==> src/rtl/tmrPortPkg.sv <==
package tmrPortPkg;
  localparam int NUM_CH = 3;
  localparam int BYTE_W = 8;
  localparam int CNT_W  = 2 * BYTE_W;
  localparam int MODE_W = 3;

  typedef enum logic [1:0] {
    ACC_FREEZE = 2'd0,
    ACC_LO     = 2'd1,
    ACC_HI     = 2'd2,
    ACC_WORD   = 2'd3
  } accMode_e;

  // strobes from the control decoder to one channel's datapath
  typedef struct packed {
    logic setCtrl;
    logic latchCnt;
    logic latchStat;
    logic wrByte;
    logic rdDone;
  } chanStrobe_t;
endpackage

==> src/rtl/tmrPortCtl.sv <==
module tmrPortCtl
  import tmrPortPkg::*;
(
  input  logic                     clk,
  input  logic                     rstN,
  input  logic [1:0]               addr,
  input  logic [BYTE_W-1:0]        wrData,
  input  logic                     wrEn,
  input  logic                     rdEn,
  output chanStrobe_t [NUM_CH-1:0] strobes
);
  logic       rdPrev;
  logic [1:0] rdAddrQ;
  logic       rdEnd;
  logic       isCmd;
  logic       isReadBack;

  // a read completes on the edge that sees the strobe drop
  always_ff @(posedge clk) begin
    if (!rstN) begin
      rdPrev  <= 1'b0;
      rdAddrQ <= 2'd0;
    end else begin
      rdPrev <= rdEn;
      if (rdEn) rdAddrQ <= addr;
    end
  end

  assign rdEnd      = rdPrev && !rdEn;
  assign isCmd      = wrEn && (addr == 2'd3);
  assign isReadBack = (wrData[7:6] == 2'd3);

  for (genvar i = 0; i < NUM_CH; i++) begin : g_dec
    localparam logic [1:0] CH = 2'(i);
    logic selMe;
    logic rbMe;
    assign selMe = isCmd && !isReadBack && (wrData[7:6] == CH);
    assign rbMe  = isCmd && isReadBack && wrData[i+1];

    assign strobes[i].setCtrl   = selMe && (wrData[5:4] != ACC_FREEZE);
    assign strobes[i].latchCnt  = (selMe && (wrData[5:4] == ACC_FREEZE)) || (rbMe && !wrData[5]);
    assign strobes[i].latchStat = rbMe && !wrData[4];
    assign strobes[i].wrByte    = wrEn && (addr == CH);
    assign strobes[i].rdDone    = rdEnd && (rdAddrQ == CH);
  end
endmodule

==> src/rtl/tmrPortData.sv <==
module tmrPortData
  import tmrPortPkg::*;
(
  input  logic                       clk,
  input  logic                       rstN,
  input  logic [1:0]                 addr,
  input  logic [BYTE_W-1:0]          wrData,
  input  chanStrobe_t [NUM_CH-1:0]   strobes,
  input  logic [NUM_CH*CNT_W-1:0]    liveCount,
  input  logic [NUM_CH-1:0]          timerOut,
  output logic [BYTE_W-1:0]          rdData,
  output logic [NUM_CH-1:0]          loadStrobe,
  output logic [NUM_CH*CNT_W-1:0]    loadValue,
  output logic [NUM_CH*MODE_W-1:0]   chanMode,
  output logic [NUM_CH-1:0]          chanBcd,
  output logic [NUM_CH-1:0]          statHeld,
  output logic [NUM_CH-1:0]          cntHeld,
  output logic [NUM_CH*CNT_W-1:0]    cntHeldVal
);
  logic [BYTE_W-1:0] chanByte [NUM_CH];
  logic [MODE_W-1:0] modeFix;

  // counting modes 6 and 7 fold onto 2 and 3
  assign modeFix = (wrData[3:1] > 3'd5) ? {1'b0, wrData[2:1]} : wrData[3:1];

  for (genvar i = 0; i < NUM_CH; i++) begin : g_ch
    chanStrobe_t       st;
    logic [CNT_W-1:0]  live;
    logic [1:0]        accQ;
    logic [MODE_W-1:0] modeQ;
    logic              bcdQ;
    logic              wrHiQ;
    logic              rdHiQ;
    logic [BYTE_W-1:0] holdQ;
    logic              cntHeldQ;
    logic [1:0]        cntModeQ;
    logic [CNT_W-1:0]  cntValQ;
    logic              statHeldQ;
    logic [BYTE_W-1:0] statQ;

    assign st   = strobes[i];
    assign live = liveCount[i*CNT_W +: CNT_W];

    always_ff @(posedge clk) begin
      if (!rstN) begin
        accQ      <= ACC_WORD;
        modeQ     <= '0;
        bcdQ      <= 1'b0;
        wrHiQ     <= 1'b0;
        rdHiQ     <= 1'b0;
        holdQ     <= '0;
        cntHeldQ  <= 1'b0;
        cntModeQ  <= ACC_WORD;
        cntValQ   <= '0;
        statHeldQ <= 1'b0;
        statQ     <= '0;
      end else begin
        // read completion consumes the item that was shown
        if (st.rdDone) begin
          if (statHeldQ) begin
            statHeldQ <= 1'b0;
          end else if (cntHeldQ) begin
            if (cntModeQ == ACC_WORD) cntModeQ <= ACC_HI;
            else                      cntHeldQ <= 1'b0;
          end else if (accQ == ACC_WORD) begin
            rdHiQ <= !rdHiQ;
          end
        end
        // freeze requests are dropped while an older one is unread
        if (st.latchCnt && !cntHeldQ) begin
          cntHeldQ <= 1'b1;
          cntModeQ <= accQ;
          cntValQ  <= live;
        end
        if (st.latchStat && !statHeldQ) begin
          statHeldQ <= 1'b1;
          statQ     <= {timerOut[i], 1'b0, accQ, modeQ, bcdQ};
        end
        // programming and count writes
        if (st.setCtrl) begin
          accQ  <= wrData[5:4];
          modeQ <= modeFix;
          bcdQ  <= wrData[0];
          wrHiQ <= 1'b0;
          rdHiQ <= 1'b0;
        end else if (st.wrByte && (accQ == ACC_WORD)) begin
          if (!wrHiQ) holdQ <= wrData;
          wrHiQ <= !wrHiQ;
        end
      end
    end

    assign loadStrobe[i] = st.wrByte && ((accQ != ACC_WORD) || wrHiQ);

    always_comb begin
      unique case (accQ)
        ACC_LO:  loadValue[i*CNT_W +: CNT_W] = {{BYTE_W{1'b0}}, wrData};
        ACC_HI:  loadValue[i*CNT_W +: CNT_W] = {wrData, {BYTE_W{1'b0}}};
        default: loadValue[i*CNT_W +: CNT_W] = {wrData, holdQ};
      endcase
    end

    always_comb begin
      if (statHeldQ)
        chanByte[i] = statQ;
      else if (cntHeldQ)
        chanByte[i] = (cntModeQ == ACC_HI) ? cntValQ[CNT_W-1:BYTE_W] : cntValQ[BYTE_W-1:0];
      else if ((accQ == ACC_HI) || ((accQ == ACC_WORD) && rdHiQ))
        chanByte[i] = live[CNT_W-1:BYTE_W];
      else
        chanByte[i] = live[BYTE_W-1:0];
    end

    assign chanMode[i*MODE_W +: MODE_W]  = modeQ;
    assign chanBcd[i]                    = bcdQ;
    assign statHeld[i]                   = statHeldQ;
    assign cntHeld[i]                    = cntHeldQ;
    assign cntHeldVal[i*CNT_W +: CNT_W]  = cntValQ;
  end

  always_comb begin
    rdData = '0;
    for (int k = 0; k < NUM_CH; k++)
      if (addr == 2'(k)) rdData = chanByte[k];
  end
endmodule

==> src/rtl/tmrPort.sv <==
module tmrPort
  import tmrPortPkg::*;
(
  input  logic                     clk,
  input  logic                     rstN,
  input  logic [1:0]               addr,
  input  logic [BYTE_W-1:0]        wrData,
  input  logic                     wrEn,
  input  logic                     rdEn,
  output logic [BYTE_W-1:0]        rdData,
  output logic [NUM_CH-1:0]        loadStrobe,
  output logic [NUM_CH*CNT_W-1:0]  loadValue,
  input  logic [NUM_CH*CNT_W-1:0]  liveCount,
  input  logic [NUM_CH-1:0]        timerOut,
  output logic [NUM_CH*MODE_W-1:0] chanMode,
  output logic [NUM_CH-1:0]        chanBcd
);
  chanStrobe_t [NUM_CH-1:0] strobes;
  logic [NUM_CH-1:0]        statHeld;
  logic [NUM_CH-1:0]        cntHeld;
  logic [NUM_CH*CNT_W-1:0]  cntHeldVal;

  tmrPortCtl u_ctl (
    .clk     (clk),
    .rstN    (rstN),
    .addr    (addr),
    .wrData  (wrData),
    .wrEn    (wrEn),
    .rdEn    (rdEn),
    .strobes (strobes)
  );

  tmrPortData u_data (
    .clk        (clk),
    .rstN       (rstN),
    .addr       (addr),
    .wrData     (wrData),
    .strobes    (strobes),
    .liveCount  (liveCount),
    .timerOut   (timerOut),
    .rdData     (rdData),
    .loadStrobe (loadStrobe),
    .loadValue  (loadValue),
    .chanMode   (chanMode),
    .chanBcd    (chanBcd),
    .statHeld   (statHeld),
    .cntHeld    (cntHeld),
    .cntHeldVal (cntHeldVal)
  );
endmodule

==> config.mk <==
export PLATFORM = sky130hd
export DESIGN_NAME = tmrPort
export DESIGN_NICKNAME = d
export VERILOG_FILES = /design/src/rtl/tmrPortPkg.sv /design/src/rtl/tmrPortCtl.sv /design/src/rtl/tmrPortData.sv /design/src/rtl/tmrPort.sv
export SDC_FILE = /design/constraint.sdc
export NUM_CORES = 1
export LEC_CHECK = 0
export BUFFER_PORTS_ARGS = -buffer_cell sky130_fd_sc_hd__buf_2
export CAP_MARGIN = 40
export CORE_ASPECT_RATIO = 0.5
export CORE_MARGIN = 2
export CORE_UTILIZATION = 46
export DETAILED_ROUTE_END_ITERATION = 12
export GPL_TIMING_DRIVEN = 0
export PLACE_DENSITY_LB_ADDON = 0.15
export SYNTH_ARGS = -nofsm -noshare
export SYNTH_HDL_FRONTEND = slang
export SYNTH_SLANG_ARGS = --single-unit
==> constraint.sdc <==
create_clock -name clk -period 6.2 [get_ports clk]
set_input_delay 1.24 -clock clk [delete_from_list [all_inputs] [get_ports clk]]
set_output_delay 1.24 -clock clk [all_outputs]
set_load 0.02 [all_outputs]
==> impl_metrics.env <==
export IMPL_outcome="completed"
export IMPL_min_path_type="reg2reg"
export IMPL_skew_ns=0.00938
export IMPL_slowest_delay_ns=0.77
export IMPL_final_period_utilization_pct=73.7
export IMPL_crit_family="compound AO/OA/AOI/OAI gates"
export IMPL_grt_pass1_vias=5670
export IMPL_fin_util_pct=57.8
export IMPL_synth_edf_count=0
export IMPL_cp_slowest_cell="a2111oi_0"
export IMPL_worst_setup_path_start_kind="input pin"
export IMPL_wl_met3_um=1350
export IMPL_worst_slew_pin_slew_ns=0.889
export IMPL_postRouteAntennaNets=0
export IMPL_cts_htree_levels=4
export IMPL_dr_pass1_iters=5
export IMPL_ys_types=51
export IMPL_rows=31
export IMPL_cts_sinks=132
export IMPL_antenna_cells=0
export IMPL_antenna_found_initial=0
export IMPL_path_class="in2out"
export IMPL_cp_required_ns=4.96
export IMPL_fmax_mhz=219
export IMPL_drc=0
export IMPL_cts_resized=0
export IMPL_power_density_nw_per_um2=261
export IMPL_rrSetupSlack_ns=3.97
export IMPL_clockBufferDepth=2
export IMPL_drt_iter0_drc=393
export IMPL_syn_area_per_cell_um2=9.03
export IMPL_fin_nets=979
export IMPL_grtUsageTotal_pct=26.2
export IMPL_drt_wl_total_um=20900
export IMPL_grt_max_degree=17
export IMPL_synthCells=752
export IMPL_relSlewSlack_pct=39.2
export IMPL_arrival_ns=3.33
export IMPL_start_util_pct=47.1
export IMPL_endpoint_kind="output port"
export IMPL_dr_wl_met2_um=8700
export IMPL_hold_viol=0
export IMPL_vdd_drop_max_v=0.000153
export IMPL_clock_latency_ns=0.42
export IMPL_final_max_slew_viol_count=0
export IMPL_async_reset_ff_share_pct=0
export IMPL_path_cells="buf_2 > clkbuf_1 > or2_2 > clkbuf_1 > a2111oi_0 > a211o_1 > buf_2"
export IMPL_crit_fanout=10
export IMPL_grt_pass1_wl_um=32000
export IMPL_dieWidth_um=176
export IMPL_cts_tree="done"
export IMPL_ys_warn_count=0
export IMPL_synth_flop_cell="dfxtp_1"
export IMPL_num_vias=6158
export IMPL_numCtsBuffers=17
export IMPL_period_minus_slack_ns=4.57
export IMPL_grt_overflow_total=0
export IMPL_die_h_um=89.9
export IMPL_syn_area_um2=6790
export IMPL_dieArea_um2=15800
export IMPL_ys_ff_latch=132
export IMPL_gp_congestion=0.862
export IMPL_core_area_um2=14400
export IMPL_syn_nets=826
export IMPL_synthToLayoutAreaGrowth_pct=22.7
export IMPL_routedWlPerCell_um=18.7
export IMPL_hpwl_um=15100
export IMPL_cts_root_buf="clkbuf_16"
export IMPL_top_layer_used="met4"
export IMPL_rsz0062_at_grt="false"
export IMPL_wl_met1_um=10600
export IMPL_drv_cap=0
export IMPL_ios=136
export IMPL_finalSetupTns_ns=0
export IMPL_setup_viol=0
export IMPL_clkTransAtPathRegs_ns=0.05
export IMPL_cts_setup_buffers=0
export IMPL_portBuffers=130
export IMPL_yosysSeqAreaShare_pct=38.9
export IMPL_drive_gt1_share_pct=21.2
export IMPL_via_per_inst=5.52
export IMPL_p_leak_nw=3.32
export IMPL_postCtsHoldBufs=0
export IMPL_timing_critical_path_buf_inv=4
## Yosys cell counts, types with 4 or more instances
library cell,n,share of area (%)
nor4b_1,4,0.52
nor2b_1,47,4.3
o221ai_1,7,0.90
nand3_1,5,0.37
a211o_1,11,1.4
o21ai_0,25,1.8
nor3b_1,4,0.44
a21oi_1,9,0.66
ha_1,9,1.7
a221o_1,6,0.88
nand3b_1,5,0.55
a32oi_1,7,0.90
dfxtp_1,132,39
o211ai_1,5,0.55
a2111oi_0,7,0.90
nor3_1,5,0.37
buf_2,7,0.52
clkbuf_1,39,2.2
a221oi_1,7,0.90
xnor2_1,4,0.52
nor2_1,130,7.2
nand2_1,64,3.5
mux2i_1,153,23
inv_1,11,0.61
buf_4,5,0.55
## layout by cell type, fill, tap and decap left out, types with 11 or more instances in the layout
| master | netlist | final |
|---|---|---|
| mux2i_1 | 153 | 153 |
| buf_2 | 7 | 138 |
| dfxtp_1 | 132 | 132 |
| nor2_1 | 130 | 130 |
| nand2_1 | 64 | 64 |
| nor2b_1 | 47 | 47 |
| clkbuf_1 | 39 | 43 |
| o21ai_0 | 25 | 25 |
| clkbuf_16 | 0 | 17 |
| inv_1 | 11 | 11 |
| a211o_1 | 11 | 11 |
## registers in the layout (all words and copies together) (netlist names)
register	flops
u_data.g_ch.modeQ	9
u_data.g_ch.bcdQ	3
u_data.g_ch.accQ	6
u_data.g_ch.cntValQ	48
u_data.g_ch.statQ	21
u_ctl.rdPrev	1
u_data.g_ch.wrHiQ	3
u_data.g_ch.cntModeQ	6
u_data.g_ch.statHeldQ	3
u_ctl.rdAddrQ	2
u_data.g_ch.holdQ	24
u_data.g_ch.rdHiQ	3
u_data.g_ch.cntHeldQ	3
## per-stage QoR
stage / instances / power, mW / setup WS (ns) / area [µm²] / hold slack (ns)
after floorplan: 752 / 1.02 / 2.49 / 6790 / 0.452
after global placement: 1080 / 1.11 / 1.51 / 7690 / 0.471
after detailed placement: 1084 / 1.11 / 1.65 / 7720 / 0.477
after CTS: 1116 / 2.17 / 1.64 / 8340 / 0.497
after global routing: 1116 / 2.23 / 1.63 / 8340 / 0.516
final: 1116 / 2.17 / 1.63 / 8340 / 0.493
## cell type report
class / count / area (µm²)
Clock buffer: 23 / 468
Tap cell: 198 / 248
Clock inverter: 9 / 151
Sequential cell: 132 / 2640
Buffer: 56 / 256
Inverter: 12 / 45.0
Timing Repair Buffer: 134 / 674
Multi-Input combinational cell: 552 / 3850
Fill cell: 1330 / 6090
## metal layers
layer	global-route usage, %	vias to the layer above
li1	-	2930
met1	39.7	2991
met2	38.6	219
met3	4.23	18
met4	5.99	0
met5	0	-
## cells by family after synthesis
group / synth area share (%)
AND/OR/NAND/NOR: 20.9
multiplexers: 23.0
flip-flops: 38.9
AO/OA/AOI/OAI: 10.3
buffers and inverters: 4.44
adder cells (fa/ha/maj): 1.66
XOR/XNOR: 0.773
## path summary, 6_finish.rpt
kind,start,endpoint,depth (start not counted)
worst min register to register,u_data.g_ch[2].cntValQ[6],u_data.g_ch[2].cntValQ[6],2
worst max register to register,u_data.g_ch[2].cntHeldQ,u_data.g_ch[2].cntValQ[0],6
worst min-delay path,u_data.g_ch[2].cntValQ[6],u_data.g_ch[2].cntValQ[6],2
worst max-delay path,addr[0],rdData[7],7
## report_power, final
part           switching (mW)  total, mW  internal [mW]
logic                   0.145      0.226         0.0813
clock network           0.383       1.08          0.693
registers             0.00958      0.871          0.861
total                   0.537       2.17           1.64
## worst reg2reg max path, delay by kind of cell, from the launching register on
kind / cells / cell delay [ns]
multiplexers: 1 / 0.26
AO/OA/AOI/OAI: 1 / 0.65
flip-flops: 1 / 0.29
buffers and inverters: 2 / 0.64
AND/OR/NAND/NOR: 2 / 0.26
(Power assumes the default switching activity.)
